[src/rtl/gpio_bank_pkg.sv]
// Shared constants for the GPIO bank: data width and register word offsets.
// The offsets are what driver software decodes, so they are fixed values.
package gpio_bank_pkg;
    localparam int PINS  = 16;
    localparam int OFS_W = 4;

    localparam logic [OFS_W-1:0] OFS_MASK = 4'd0;
    localparam logic [OFS_W-1:0] OFS_DIR  = 4'd1;
    localparam logic [OFS_W-1:0] OFS_OUT  = 4'd2;
    localparam logic [OFS_W-1:0] OFS_TRIG = 4'd3;
    localparam logic [OFS_W-1:0] OFS_EPOL = 4'd4;
    localparam logic [OFS_W-1:0] OFS_LPOL = 4'd5;
    localparam logic [OFS_W-1:0] OFS_STAT = 4'd9;
    localparam logic [OFS_W-1:0] OFS_ALT  = 4'd10;
    localparam logic [OFS_W-1:0] OFS_PIN  = 4'd12;
endpackage

[src/rtl/gpio_pin_sync.sv]
// Two-flop synchronizer per pin plus one history stage for edge detection.
// Assumes pin inputs are asynchronous. Reset is synchronous and active low.
module gpio_pin_sync #(
    parameter int W = 16
) (
    input  logic         clk,
    input  logic         rst_n,
    input  logic [W-1:0] pin_async,
    output logic [W-1:0] synced,
    output logic [W-1:0] prev
);
    logic [W-1:0] stage1;

    // Synchronizer chain and previous-cycle copy of the synchronized level
    always_ff @(posedge clk) begin
        if (!rst_n) begin
            stage1 <= '0;
            synced <= '0;
            prev   <= '0;
        end else begin
            stage1 <= pin_async;
            synced <= stage1;
            prev   <= synced;
        end
    end


    sync_delay_chk: assert property (@(posedge clk) disable iff (!rst_n)
        1'b1 |=> (prev == $past(synced)));
endmodule

[src/rtl/gpio_detect.sv]
// Per-pin detection: level or edge, with per-pin polarity.
// Assumes synced and prev are the current and previous synchronized levels.
module gpio_detect #(
    parameter int W = 16
) (
    input  logic [W-1:0] synced,
    input  logic [W-1:0] prev,
    input  logic [W-1:0] trig_edge,
    input  logic [W-1:0] edge_pol,
    input  logic [W-1:0] level_pol,
    output logic [W-1:0] hit
);
    for (genvar g = 0; g < W; g++) begin : g_pin
        logic lvl_hit;
        logic edg_hit;
        // Level match and polarity-qualified transition for one pin
        always_comb begin
            lvl_hit = (synced[g] == level_pol[g]);
            edg_hit = (synced[g] != prev[g]) && (synced[g] == edge_pol[g]);
            hit[g]  = trig_edge[g] ? edg_hit : lvl_hit;
        end
    end
endmodule

[src/rtl/gpio_regs.sv]
// Register file of the bank: configuration registers, sticky status, read mux.
// Assumes a single-cycle write strobe. Reads are combinational on the offset.
module gpio_regs
    import gpio_bank_pkg::*;
#(
    parameter int W = 16
) (
    input  logic             clk,
    input  logic             rst_n,
    input  logic             wr_en,
    input  logic [OFS_W-1:0] addr,
    input  logic [W-1:0]     wdata,
    input  logic [W-1:0]     hit,
    input  logic [W-1:0]     synced,
    output logic [W-1:0]     rdata,
    output logic [W-1:0]     mask_q,
    output logic [W-1:0]     dir_q,
    output logic [W-1:0]     out_q,
    output logic [W-1:0]     trig_q,
    output logic [W-1:0]     epol_q,
    output logic [W-1:0]     lpol_q,
    output logic [W-1:0]     alt_q,
    output logic [W-1:0]     stat_q
);
    logic wr_stat;
    assign wr_stat = wr_en && (addr == OFS_STAT);

    // Configuration registers written by offset
    always_ff @(posedge clk) begin
        if (!rst_n) begin
            mask_q <= '0;
            dir_q  <= '0;
            out_q  <= '0;
            trig_q <= '0;
            epol_q <= '0;
            lpol_q <= '0;
            alt_q  <= '0;
        end else if (wr_en) begin
            case (addr)
                OFS_MASK: mask_q <= wdata;
                OFS_DIR:  dir_q  <= wdata;
                OFS_OUT:  out_q  <= wdata;
                OFS_TRIG: trig_q <= wdata;
                OFS_EPOL: epol_q <= wdata;
                OFS_LPOL: lpol_q <= wdata;
                OFS_ALT:  alt_q  <= wdata;
                default:  ;
            endcase
        end
    end

    // Sticky status: the write clears bits written as 0, new detections always set
    always_ff @(posedge clk) begin
        if (!rst_n) stat_q <= '0;
        else        stat_q <= (wr_stat ? (stat_q & wdata) : stat_q) | hit;
    end

    // Read mux, zero on unused offsets
    always_comb begin
        case (addr)
            OFS_MASK: rdata = mask_q;
            OFS_DIR:  rdata = dir_q;
            OFS_OUT:  rdata = out_q;
            OFS_TRIG: rdata = trig_q;
            OFS_EPOL: rdata = epol_q;
            OFS_LPOL: rdata = lpol_q;
            OFS_STAT: rdata = stat_q;
            OFS_ALT:  rdata = alt_q;
            OFS_PIN:  rdata = synced;
            default:  rdata = '0;
        endcase
    end


    sticky_hold_chk: assert property (@(posedge clk) disable iff (!rst_n)
        !wr_stat |=> ((stat_q & $past(stat_q)) == $past(stat_q)));

    clear_all_chk: assert property (@(posedge clk) disable iff (!rst_n)
        (wr_stat && wdata == '0 && hit == '0) |=> (stat_q == '0));

    hit_kept_chk: assert property (@(posedge clk) disable iff (!rst_n)
        (hit != '0) |=> ((stat_q & $past(hit)) == $past(hit)));

    ro_ignore_chk: assert property (@(posedge clk) disable iff (!rst_n)
        (wr_en && addr == OFS_PIN) |=> ($stable(mask_q) && $stable(dir_q) &&
        $stable(out_q) && $stable(trig_q) && $stable(epol_q) &&
        $stable(lpol_q) && $stable(alt_q)));
endmodule

[src/rtl/gpio_bank.sv]
// Top of one 16-pin GPIO bank: synchronizer, detectors, registers and the
// masked interrupt request. Assumes one clock domain for the register port.
module gpio_bank
    import gpio_bank_pkg::*;
(
    input  logic             clk,
    input  logic             rst_n,
    input  logic             wr_en,
    input  logic [OFS_W-1:0] addr,
    input  logic [PINS-1:0]  wdata,
    output logic [PINS-1:0]  rdata,
    input  logic [PINS-1:0]  pin_in,
    output logic [PINS-1:0]  pin_out,
    output logic [PINS-1:0]  pin_oe,
    output logic [PINS-1:0]  alt_sel,
    output logic             irq
);
    logic [PINS-1:0] synced, prev, hit;
    logic [PINS-1:0] mask_q, dir_q, out_q, trig_q, epol_q, lpol_q, alt_q, stat_q;

    gpio_pin_sync #(.W(PINS)) u_sync (
        .clk(clk), .rst_n(rst_n), .pin_async(pin_in),
        .synced(synced), .prev(prev)
    );

    gpio_detect #(.W(PINS)) u_detect (
        .synced(synced), .prev(prev), .trig_edge(trig_q),
        .edge_pol(epol_q), .level_pol(lpol_q), .hit(hit)
    );

    gpio_regs #(.W(PINS)) u_regs (
        .clk(clk), .rst_n(rst_n), .wr_en(wr_en), .addr(addr), .wdata(wdata),
        .hit(hit), .synced(synced), .rdata(rdata),
        .mask_q(mask_q), .dir_q(dir_q), .out_q(out_q), .trig_q(trig_q),
        .epol_q(epol_q), .lpol_q(lpol_q), .alt_q(alt_q), .stat_q(stat_q)
    );

    // Pad-side outputs and the bank interrupt
    always_comb begin
        pin_out = out_q;
        pin_oe  = dir_q;
        alt_sel = alt_q;
        irq     = |(stat_q & ~mask_q);
    end


    irq_rise_chk: assert property (@(posedge clk) disable iff (!rst_n)
        $rose(irq) |-> ($past(hit) != '0 || $past(wr_en && addr == OFS_MASK)));
endmodule

[config.mk]
export PLATFORM = sky130hd
export DESIGN_NAME = gpio_bank
export DESIGN_NICKNAME = d
export VERILOG_FILES = /design/src/rtl/gpio_bank_pkg.sv /design/src/rtl/gpio_pin_sync.sv /design/src/rtl/gpio_detect.sv /design/src/rtl/gpio_regs.sv /design/src/rtl/gpio_bank.sv
export SDC_FILE = /design/constraint.sdc
export NUM_CORES = 1
export LEC_CHECK = 0
export ABC_AREA = 1
export BUFFER_PORTS_ARGS = -buffer_cell sky130_fd_sc_hd__buf_2
export CAP_MARGIN = 0
export CORE_UTILIZATION = 40
export DETAILED_ROUTE_END_ITERATION = 10
export SLEW_MARGIN = 10
export SYNTH_ARGS = -nofsm -noshare
export SYNTH_HDL_FRONTEND = slang
export SYNTH_HIERARCHICAL = 1
export SYNTH_SLANG_ARGS = --single-unit
[constraint.sdc]
create_clock -name clk -period 3.03 [get_ports clk]
set_input_delay 0.303 -clock clk [delete_from_list [all_inputs] [get_ports clk]]
set_output_delay 0.303 -clock clk [all_outputs]
set_load 0.02 [all_outputs]
### After elaboration in Yosys (flattened, before gate mapping)

Index checks and enable logic that the tools add are counted.
Widths: inputs -> output; s select.

* output and inout port bits: 65
* register bits after elaboration: 176
* logic and storage cells: 115
* bits of input ports: 39

* equal/unequal tests: 56
* mux-type cells: 18
* bitwise gates (word level): 4
* reduce and logical (&&, ||, !) cells: 26

Operator list (count)
* $pmux 16 s9: 1
* $and 16x16->16: 2
* $eq 1x1->1: 32
* $logic_and 1x1->1: 17
* $mux 1: 16
* $mux 16: 1
* $ne 1x1->1: 16
* $not 16->16: 1
* $or 16x16->16: 1
* $reduce_or 16->1: 1
* $reduce_and 2->1: 7
* $eq 4x4->1 const B: 3
* $eq 4x2->1 const B: 2
* $eq 4x3->1 const B: 2
* $eq 4x1->1 const B: 1
* $logic_not 4->1: 1

### Longest topological paths before layout

Gate-level depths: netlist (run 1).

* depth after elaboration: 4
* depth in mapped cells: 8

### Modules after synthesis

The synthesis (run 1) kept the hierarchy.

Modules (own cells, without submodules)
* gpio_regs: cells each 889, times used 1, area each 5918.2 um2
* gpio_pin_sync: cells each 149, times used 1, area each 1361.3 um2
* gpio_detect: cells each 176, times used 1, area each 764.5 um2
* gpio_bank: cells each 51, times used 1, area each 193.9 um2

### Worst setup path after synthesis (run 1)

Ideal clock, no wire load.

* kind: in2out
* start point: input port addr[2]
* end point: output port rdata[2]
* path slack: 1.378 ns
* cell stages on the path: 7
* buffers on the path: 2
* data required time: 2.727 ns
* arrival: 1.349 ns
* cell sequence: nor2_1 -> buf_2 -> buf_2 -> nand3_1 -> nand3_1 -> nor2_1 -> nand2_1

* word-level cells in the longest chain between the ends: 2
* elaborated cells on any way between the ends: 10

RTL lines
* start, declared: RTL line gpio_bank.sv:9 `input logic [OFS_W-1:0] addr,`
* $eq 4x4->1 (tied with other cells): RTL line gpio_regs.sv:60 `case (addr)`
* $pmux 16 s9 *: RTL line gpio_regs.sv:60
* end, declared: RTL line gpio_bank.sv:11 `output logic [PINS-1:0] rdata,`

Mark *: on every way between the ends. The rest lies on a longest branch, timed or not.

### Worst setup path after layout (run 1)

* start point: input port addr[1]
* end point: output port rdata[6]

Same word-level chain as after synthesis.

==> flow_metrics.env, run 1 <==
export IMPL_slew_headroom_pct=45.8
export IMPL_syn2layout_area_growth_pct=16.1
export IMPL_core_area_um2=20200
export IMPL_drcViolationCount=1
export IMPL_rsz0062_at_grt="no"
export IMPL_hold_class="input port to flop"
export IMPL_grt_max_degree=113
export IMPL_end_kind="output port"
export IMPL_power_switching_uw=1300
export IMPL_die_area_um2=21200
export IMPL_crit_arrival_ns=1.91
export IMPL_grt_use_total_pct=22.2
export IMPL_cts_resized=0
export IMPL_clk_latency_ns=0.43
export IMPL_floorplan_initialDensity_pct=40.7
export IMPL_fill_cells=2100
export IMPL_port_buffers=103
export IMPL_yosys_area_top_type_share_pct=42.8
export IMPL_tightest_slew_ns=0.811
export IMPL_critPathLaunchType="input port"
export IMPL_period_minus_slack_ns=2.22
export IMPL_status="finished with violations"
export IMPL_synth_area_per_cell_um2=6.51
export IMPL_final_hold_violation_count=0
export IMPL_violations="design-rule violations"
export IMPL_maxCapViolations=0
export IMPL_switching_share_pct=25.7
export IMPL_wl_per_cell_um=14.5
export IMPL_clock_sinks=176
export IMPL_fin_crit_sh_pct=73.1
export IMPL_power_density_nw_per_um2=527
export IMPL_cp_required_ns=2.73
export IMPL_leakage_uw=0.00458
export IMPL_detail_route_antenna_nets=0
export IMPL_fp_dieW_um=146
export IMPL_combPwrFrac_pct=8.4
export IMPL_fin_setup_tns_ns=0
export IMPL_slew_viol_final=0
export IMPL_vias_per_cell=4.84
export IMPL_diodes=0
export IMPL_synth_seq_cells=176
export IMPL_layout_nets=1379
export IMPL_gp_congestion=0.876
export IMPL_grt_pass1_wl_mm=37.2
export IMPL_place_ws_ns=0.830
export IMPL_htree_num_levels=4
export IMPL_die_y_um=146
export IMPL_setup_viol=0
export IMPL_clockPowerShare_pct=43.3
export IMPL_intPower_uw=3740
export IMPL_cts_buffers=17
export IMPL_seqPwrFrac_pct=48.3
export IMPL_yosysUniqueCellTypes=20
export IMPL_cp_top_family="simple AND/OR/NAND/NOR gates"
export IMPL_synth_top_area_cell="dfxtp_1"
export IMPL_clk_pin_slew_worst_paths_ns=0.07
export IMPL_drt_pass1_iterations=8
export IMPL_yosysSeqAreaShare_pct=42.8
export IMPL_first_iter_violations=828
export IMPL_skew_ns=0.00415
export IMPL_cts_root_buf="clkbuf_16"
export IMPL_timing_final_ws_setup_ns=0.815
export IMPL_ir_worst_vdd_uv=329
export IMPL_synth_area_leaders="dfxtp_1 (43%), nand2_1 (15%), nand3_1 (12%), inv_1 (9.5%), a21oi_1 (8.4%)"
export IMPL_crit_path_top_delay_cell="nor2_4"
export IMPL_clock_fmax_mhz=451
export IMPL_worstSetupPathType="input port to output port"
export IMPL_postCtsHoldBufs=0
export IMPL_syn_area_um2=8240
export IMPL_dp_hpwl_mm=16.1
export IMPL_cts_buffer_depth=2
export IMPL_route_vias_total=7855
export IMPL_max_stage_delay_ns=0.53
export IMPL_grt_overflow=0
export IMPL_syn_num_nets=1304
export IMPL_tritoncts="built"
export IMPL_io_pins=104
export IMPL_cts_setup_buffers=0
export IMPL_antenna_found_initial=0
export IMPL_critPathBufInv=4
export IMPL_ys_warn_count=6
export IMPL_drive_gt1_share_pct=13.2
export IMPL_syn_inst=1265
export IMPL_rows=52
export IMPL_cp_cell_sequence="buf_2, inv_2, nor2_4, buf_4, nand3_1, nand2_1, nor2_1, nand3_1, buf_2"
export IMPL_cp_max_fo=23
export IMPL_drt_wl_total_mm=23.5
export IMPL_grt_pass1_vias=6665
metrics by stage:
stage / power [uW] / hold WS (ns) / cell area [um2] / util [%] / std cells
2_1_floorplan: 2740 / 0.386 / 8240 / - / 1265
3_3_place_gp: 2900 / 0.395 / 8990 / 44.4 / 1591
3_5_place_dp: 2910 / 0.395 / 8990 / 44.4 / 1591
4_1_cts: 5090 / 0.0370 / 9570 / 47.3 / 1622
5_1_grt: 5240 / 0.0524 / 9570 / 47.3 / 1622
6_report: 5040 / 0.0498 / 9570 / 47.3 / 1622
per-layer routing:
layer	global-route usage, %	vias up	wire (um)
li1	-	4096	-
met5	0	-	0
met1	34.0	3452	12000
met4	5.63	0	242
met2	31.3	296	9720
met3	4.20	11	1610
tightest hold or removal path, stage by stage:
cell and delay (ns):
buf_2 0.07, nand2_1 0.04, inv_1 0.04
worst paths after layout:
check,endpoint,slack (ns),cells past startpoint,start
hold / removal,u_sync/stage1[12]$_SDFF_PN0_,0.05,3,pin_in[12]
setup / recovery,rdata[6],0.81,9,addr[1]
setup reg to reg,u_regs/stat_q[10]$_SDFF_PN0_,1.91,6,u_sync/synced[10]$_SDFF_PN0_
hold reg to reg,u_sync/synced[14]$_SDFF_PN0_,0.41,2,u_sync/stage1[14]$_SDFF_PN0_
cells by family (layout without fill, tap and decap cells):
group                  after synthesis  after routing  share of synthesized area, %
flip-flops                         176            176                          42.8
AND/OR/NAND/NOR                    589            589                          30.6
buffers and inverters              292            379                          13.8
XOR/XNOR                             4              4                         0.425
AO/OA/AOI/OAI                      204            204                          12.4
power by group through the flow:
stage / clock network [uW] / registers (uW) / logic [uW]
floorplan: 0 / 2490 / 250
global placement: 0 / 2490 / 417
detailed placement: 0 / 2490 / 421
CTS: 2230 / 2440 / 422
global route: 2320 / 2440 / 470
finish: 2180 / 2440 / 424
synthesized netlist by cell type, drive strengths merged:
cell / count
nand3: 198
nand2: 335
nand4: 1
dfxtp: 176
nor2: 44
inv: 227
a21oi: 139
o21ai: 64
o21bai: 1
buf: 19
clkbuf: 46
xnor2: 4
or2: 11
final cells by class:
cell class	instances	area, um2	share of cell area, %
multi-input cells	797	3590	37.6
flip-flops and latches	176	3520	36.8
inverters	227	852	8.91
repair buffers	121	678	7.09
clock buffers	19	443	4.63
well taps	270	338	3.53
clock inverters	12	136	1.43
layout by cell type (no fill, tap or decap):
master      synthesis  layout
nand2_1           335     335
clkbuf_8            0       1
inv_2              18      18
xnor2_1             4       4
o21ai_0            60      60
nor2_2              0       3
clkbuf_1           46       1
clkinv_4            0       1
clkinv_2            0       1
nand3_2             2       2
bufinv_16           0       2
nand4_1             1       1
nand3_1           196     196
buf_2              10     102
inv_6               0       2
buf_12              0       2
inv_1             209     209
dfxtp_1           176     176
or2_0              11      11
nor2_4              3       4
buf_4               3      17
o21bai_1            1       1
a21oi_1           139     139
o21ai_1             4       4
clkinvlp_4          0       6
nor2_1             41      37
clkbuf_16           0      17
flip-flops by register name, summed over array words and instances (netlist names):
name	flops
u_sync/prev	16
u_regs/mask_q	16
u_sync/stage1	16
u_regs/epol_q	16
u_sync/synced	16
u_regs/out_q	16
u_regs/dir_q	16
u_regs/trig_q	16
u_regs/alt_q	16
u_regs/lpol_q	16
u_regs/stat_q	16
Power figures use the tool's default switching activity.
==> inputs of run 2 (changes only) <==
ABC_AREA = 0   (was 1)
clock period = 2.29 ns   (was 3.03 ns; I/O delays follow)
==> run 2 against run 1 <==
The flow now finishes without violations; via count grew 4.2%; clock skew is 0.0028 ns higher; flip-flop and latch count stayed put; worst hold slack worse by 0.037 ns; non-clock buffer count grew 53; die area up 4.1%; wire length up 26%; sequential share of layout area decreased by 2.2 points; first-iteration DRC count is 11% lower; largest cell class unchanged; highest routed layer unchanged.
==> flow_metrics.env, run 2 <==
export IMPL_cts_buffers=17
export IMPL_final_common_cell="dfxtp_1"
export IMPL_ys_flop_type="dfxtp_1"
export IMPL_synth_area_leaders="dfxtp_1 (41%), a21oi_1 (7.5%), nand3_1 (6.5%), o21ai_0 (6.1%), mux2_2 (4.6%)"
export IMPL_worstSetupPathType="input port to output port"
export IMPL_cts_resized=0
export IMPL_grt_max_degree=49
export IMPL_drcViolationCount=0
export IMPL_port_buffers=103
export IMPL_ys_warn_count=6
export IMPL_yosysUniqueCellTypes=48
export IMPL_first_iter_violations=740
export IMPL_leakage_uw=0.00397
export IMPL_cp_required_ns=2.06
export IMPL_postSynth_asyncResetShare_pct=0
export IMPL_drt_pass1_iterations=6
export IMPL_mostFrequentLayoutCells="dfxtp_1 (176), a21oi_1 (129), nand3_1 (112)"
export IMPL_total_power_uw=6970
export IMPL_grt_pass1_vias=7447
export IMPL_fin_setup_tns_ns=0
export IMPL_floorplan_initialDensity_pct=40.8
export IMPL_grt_overflow=0
export IMPL_io_pins=104
export IMPL_synth_most_common_cell="dfxtp_1"
export IMPL_synth_area_per_cell_um2=8.57
export IMPL_hold_class="input port to flop"
export IMPL_critPathLaunchType="input port"
export IMPL_slew_headroom_pct=42.3
export IMPL_setup_viol=0
export IMPL_diodes=0
export IMPL_route_vias_total=8185
export IMPL_fp_dieW_um=148
export IMPL_detail_route_antenna_nets=0
export IMPL_htree_num_levels=4
export IMPL_cts_buffer_depth=2
export IMPL_tightest_slew_ns=0.861
export IMPL_synth_seq_cells=176
export IMPL_synth_commonest_cells="dfxtp_1 (176), a21oi_1 (129), nand3_1 (112), o21ai_0 (104), clkbuf_1 (59)"
export IMPL_use_met2_pct=41.0
export IMPL_yosys_area_top_type_share_pct=41.1
export IMPL_clock_fmax_mhz=464
export IMPL_grtUsageMet3_pct=4.91
export IMPL_die_area_um2=22000
export IMPL_tritoncts="built"
export IMPL_rows=53
export IMPL_synth_top_area_cell="dfxtp_1"
export IMPL_period_minus_slack_ns=2.16
export IMPL_die_y_um=148
export IMPL_end_kind="output port"
export IMPL_cts_root_buf="clkbuf_16"
export IMPL_power_density_nw_per_um2=685
export IMPL_cts_setup_buffers=0
export IMPL_yosysSeqAreaShare_pct=41.1
export IMPL_grt_pass1_wl_mm=44.6
export IMPL_drive_gt1_share_pct=24.1
export IMPL_syn_num_nets=1040
export IMPL_finalInstanceArea_um2=10200
export IMPL_timing_final_ws_setup_ns=0.135
export IMPL_fill_cells=2023
export IMPL_wl_per_cell_um=21.6
export IMPL_met1_usage_pct=35.1
export IMPL_fin_crit_sh_pct=94.1
export IMPL_status="complete, no violations"
export IMPL_clk_pin_slew_worst_paths_ns=0.06
export IMPL_placed_cells_incl_taps=1329
export IMPL_syn_area_um2=8580
export IMPL_layout_nets=1127
export IMPL_clock_sinks=176
export IMPL_dp_hpwl_mm=19.8
export IMPL_syn_inst=1001
export IMPL_maxCapViolations=0
export IMPL_clk_latency_ns=0.45
export IMPL_grt_use_total_pct=27.1
export IMPL_core_area_um2=21000
export IMPL_antenna_found_initial=0
export IMPL_vias_per_cell=5.95
export IMPL_skew_ns=0.00690
export IMPL_final_hold_violation_count=0
export IMPL_finalNonFillerCells=1376
export IMPL_synth_edff_count=0
export IMPL_slew_viol_final=0
export IMPL_rsz0062_at_grt="no"
export IMPL_multi_input_area_um2=4470
export IMPL_ir_worst_vdd_uv=460
export IMPL_drt_wl_total_mm=29.7
export IMPL_cp_max_fo=19
export IMPL_crit_arrival_ns=1.93
export IMPL_syn2layout_area_growth_pct=18.7
export IMPL_gp_congestion=0.917
export IMPL_placed_area_um2=9410
export IMPL_regArea_um2=3520
export IMPL_top_usage_layer="met2"
export IMPL_place_ws_ns=0.191
==> run 2: changes by cell type after synthesis, sizes merged, moves of 35 or more <==
cell,delta
mux2,+35
inv,-204
nand2,-321
o21ai,+65
nor2,-40
and2,+50
nand3b,+39
nand3,-86
==> run 2: metal layers <==
| layer | up-vias | share of wire (%) |
|---|---|---|
| li1 | 3795 | - |
| met1 | 3886 | 42 |
| met2 | 406 | 45 |
| met3 | 98 | 7.6 |
| met4 | 0 | 5.7 |
| met5 | - | 0 |
==> run 2: final timing paths <==
path,from,end,slack (ns),cells past startpoint
max,addr[2],rdata[10],0.13,5
min,pin_in[1],u_sync/stage1[1]$_SDFF_PN0_,0.01,2
min reg2reg,u_sync/stage1[12]$_SDFF_PN0_,u_sync/synced[12]$_SDFF_PN0_,0.43,1
max reg2reg,u_sync/synced[9]$_SDFF_PN0_,u_regs/stat_q[9]$_SDFF_PN0_,1.24,4
==> run 2: through the flow <==
stage | hold WS [ns] | util [%]
floorplan | 0.356 | -
global placement | 0.413 | 44.8
detailed placement | 0.419 | 44.8
CTS | 0.000875 | 48.3
global route | 0.00339 | 48.4
finish | 0.0127 | 48.4
==> run 2: cell families (layout without fill, tap and decap cells) <==
logic type / Yosys count / count (layout) / share of synthesized area (%)
AND/OR/NAND/NOR: 318 / 318 / 23.8
AO/OA/AOI/OAI: 343 / 343 / 23.6
flip-flops: 176 / 176 / 41.1
multiplexers: 35 / 35 / 4.60
buffers and inverters: 129 / 229 / 6.94
==> run 2: timing repair <==
item	4_1_cts	5_1_grt
setup endpoints to repair	0	0
endpoints found under the hold margin	13	2
hold buffers	13	2
==> run 2: final cells by class <==
class	count	share of cell area [%]
clock inverter	11	1.51
clock buffer	21	4.52
tap	275	3.38
sequential	176	34.6
multi-input combinational	696	43.9
inverter	23	0.861
timing repair buffer	174	11.2
==> run 2: power by group <==
part           switching, uW  internal [uW]
clock                   1280           1790
combinational            453            250
sequential              63.9           3140
==> run 2: worst max-delay path, cell delays in order <==
cell	delay (ns)
buf_2	0.30
nor3b_2	0.78
a22oi_1	0.24
o211ai_1	0.17
buf_2	0.20
==> inputs of run 3 (changes only) <==
CELL_PAD_IN_SITES_DETAIL_PLACEMENT = 0   (was unset)
CELL_PAD_IN_SITES_GLOBAL_PLACEMENT = 2   (was unset)
CORE_UTILIZATION = 35   (was 40)
PLACE_DENSITY_LB_ADDON = 0.1   (was unset)
==> run 3 against run 2 <==
Final area is 0.31% lower; worst hold slack better by 0.0047 ns; register-to-register slack worse by 0.08 ns; highest routed layer unchanged; critical path type unchanged; first-iteration DRC count is 13% lower; die area is 14% higher; wire length is 10% higher.
==> flow_metrics.env, run 3 (synthesized netlist as in run 2, its figures left out) <==
export IMPL_clock_sinks=176
export IMPL_slew_viol_final=0
export IMPL_leakage_uw=0.00391
export IMPL_hold_path_endpoint="u_sync/stage1[1]$_SDFF_PN0_"
export IMPL_cts_resized=0
export IMPL_gp_congestion=0.873
export IMPL_critPathBufInv=2
export IMPL_final_hold_violation_count=0
export IMPL_tritoncts="built"
export IMPL_period_minus_slack_ns=2.14
export IMPL_io_pins=104
export IMPL_hold_class="input port to flop"
export IMPL_total_power_uw=6970
export IMPL_route_vias_total=7997
export IMPL_max_stage_delay_ns=0.90
export IMPL_detail_route_antenna_nets=0
export IMPL_cp_max_fo=16
export IMPL_fin_hold_ws_ns=0.0174
export IMPL_skew_ns=0.0118
export IMPL_status="complete, no violations"
export IMPL_grt_pass1_vias=7537
export IMPL_drive_gt1_share_pct=23.3
export IMPL_rsz0062_at_grt="no"
export IMPL_grt_max_degree=65
export IMPL_drcViolationCount=0
export IMPL_ir_worst_vdd_uv=419
export IMPL_port_buffers=103
export IMPL_floorplan_initialDensity_pct=36.1
export IMPL_setup_viol=0
export IMPL_die_y_um=159
export IMPL_power_density_nw_per_um2=687
export IMPL_clk_latency_ns=0.44
export IMPL_clock_fmax_mhz=468
export IMPL_maxCapViolations=0
export IMPL_crit_path_frequent_cell="buf_2"
export IMPL_dp_hpwl_mm=22.2
export IMPL_utilization_pct=42.7
export IMPL_cts_buffers=17
export IMPL_wl_per_cell_um=23.3
export IMPL_setup_worst_path_start="addr[0]"
export IMPL_die_area_um2=25100
export IMPL_vias_per_cell=5.69
export IMPL_fin_crit_sh_pct=93.2
export IMPL_core_area_um2=23800
export IMPL_drt_wl_total_mm=32.7
export IMPL_slew_headroom_pct=39.7
export IMPL_worstSetupPathType="input port to output port"
export IMPL_fp_dieW_um=159
export IMPL_final_common_cell="dfxtp_1"
export IMPL_cts_setup_buffers=0
export IMPL_grt_pass1_wl_mm=48.4
export IMPL_drt_pass1_iterations=5
export IMPL_fin_setup_tns_ns=0
export IMPL_hold_start="pin_in[1]"
export IMPL_clk_pin_slew_worst_paths_ns=0.08
export IMPL_cts_root_buf="clkbuf_16"
export IMPL_reg2regPathDepth=4
export IMPL_crit_path_top_delay_cell="and4bb_1"
export IMPL_grt_overflow=0
export IMPL_syn2layout_area_growth_pct=18.3
export IMPL_cp_required_ns=2.06
export IMPL_cp_cell_sequence="buf_2, and4bb_1, a22oi_1, nand4_1, buf_2"
export IMPL_critPathLaunchType="input port"
export IMPL_rows=56
export IMPL_diodes=0
export IMPL_htree_num_levels=4
export IMPL_mostFrequentLayoutCells="dfxtp_1 (176), a21oi_1 (129), nand3_1 (112)"
export IMPL_finalInstanceArea_um2=10100
export IMPL_rr_startpoint="u_regs/trig_q[1]$_SDFFE_PN0P_"
export IMPL_crit_arrival_ns=1.91
export IMPL_tightest_slew_ns=0.905
export IMPL_grt_use_total_pct=26.5
export IMPL_first_iter_violations=641
export IMPL_r2r_setup_slack_ns=1.16
export IMPL_min_delay_path_depth=2
export IMPL_antenna_found_initial=0
export IMPL_end_kind="output port"
export IMPL_reg2reg_to="u_regs/stat_q[1]$_SDFF_PN0_"
export IMPL_placed_area_um2=9380
export IMPL_cts_buffer_depth=2
export IMPL_cp_top_family="simple AND/OR/NAND/NOR gates"
export IMPL_layout_nets=1113
-- run 3: per-stage QoR --
stage,setup slack [ns],cells
2_1_floorplan,0.678,1001
3_3_place_gp,0.180,1359
3_5_place_dp,0.177,1359
4_1_cts,0.173,1406
5_1_grt,0.0940,1406
6_report,0.155,1406
-- run 3: final cells by class --
| type | count | area, um2 |
|---|---|---|
| fillers | 2460 | 13600 |
| multi-input cells | 696 | 4470 |
| flip-flops and latches | 176 | 3520 |
| repair buffers | 160 | 1040 |
| clock buffers | 18 | 439 |
| well taps | 319 | 399 |
| clock inverters | 14 | 180 |
| inverters | 23 | 88.8 |
-- run 3: worst max-delay path by stage --
stage,to,slack [ns],cells past startpoint
detailed placement,rdata[6],0.18,5
global route,rdata[6],0.09,5
finish,rdata[6],0.15,5
floorplan,rdata[10],0.68,5
global placement,rdata[13],0.18,5
CTS,rdata[13],0.17,5
-- run 3: what timing repair did --
| item | in CTS | in global routing |
|---|---|---|
| setup endpoints to repair | 0 | 0 |
| hold buffers | 15 | 0 |
| hold endpoints to repair | 15 | 0 |
-- run 3: where the power goes --
group | internal, uW | switching (uW) | total [uW]
logic | 241 | 456 | 696
registers | 3140 | 67.4 | 3200
clock network | 1530 | 1540 | 3070
total | 4910 | 2060 | 6970
-- run 3: routing by layer --
metal,share of wire [%],track usage (%)
met4,1.6,6.96
met5,0,0
met2,50,46.7
met1,44,33.8
met3,4.6,3.24
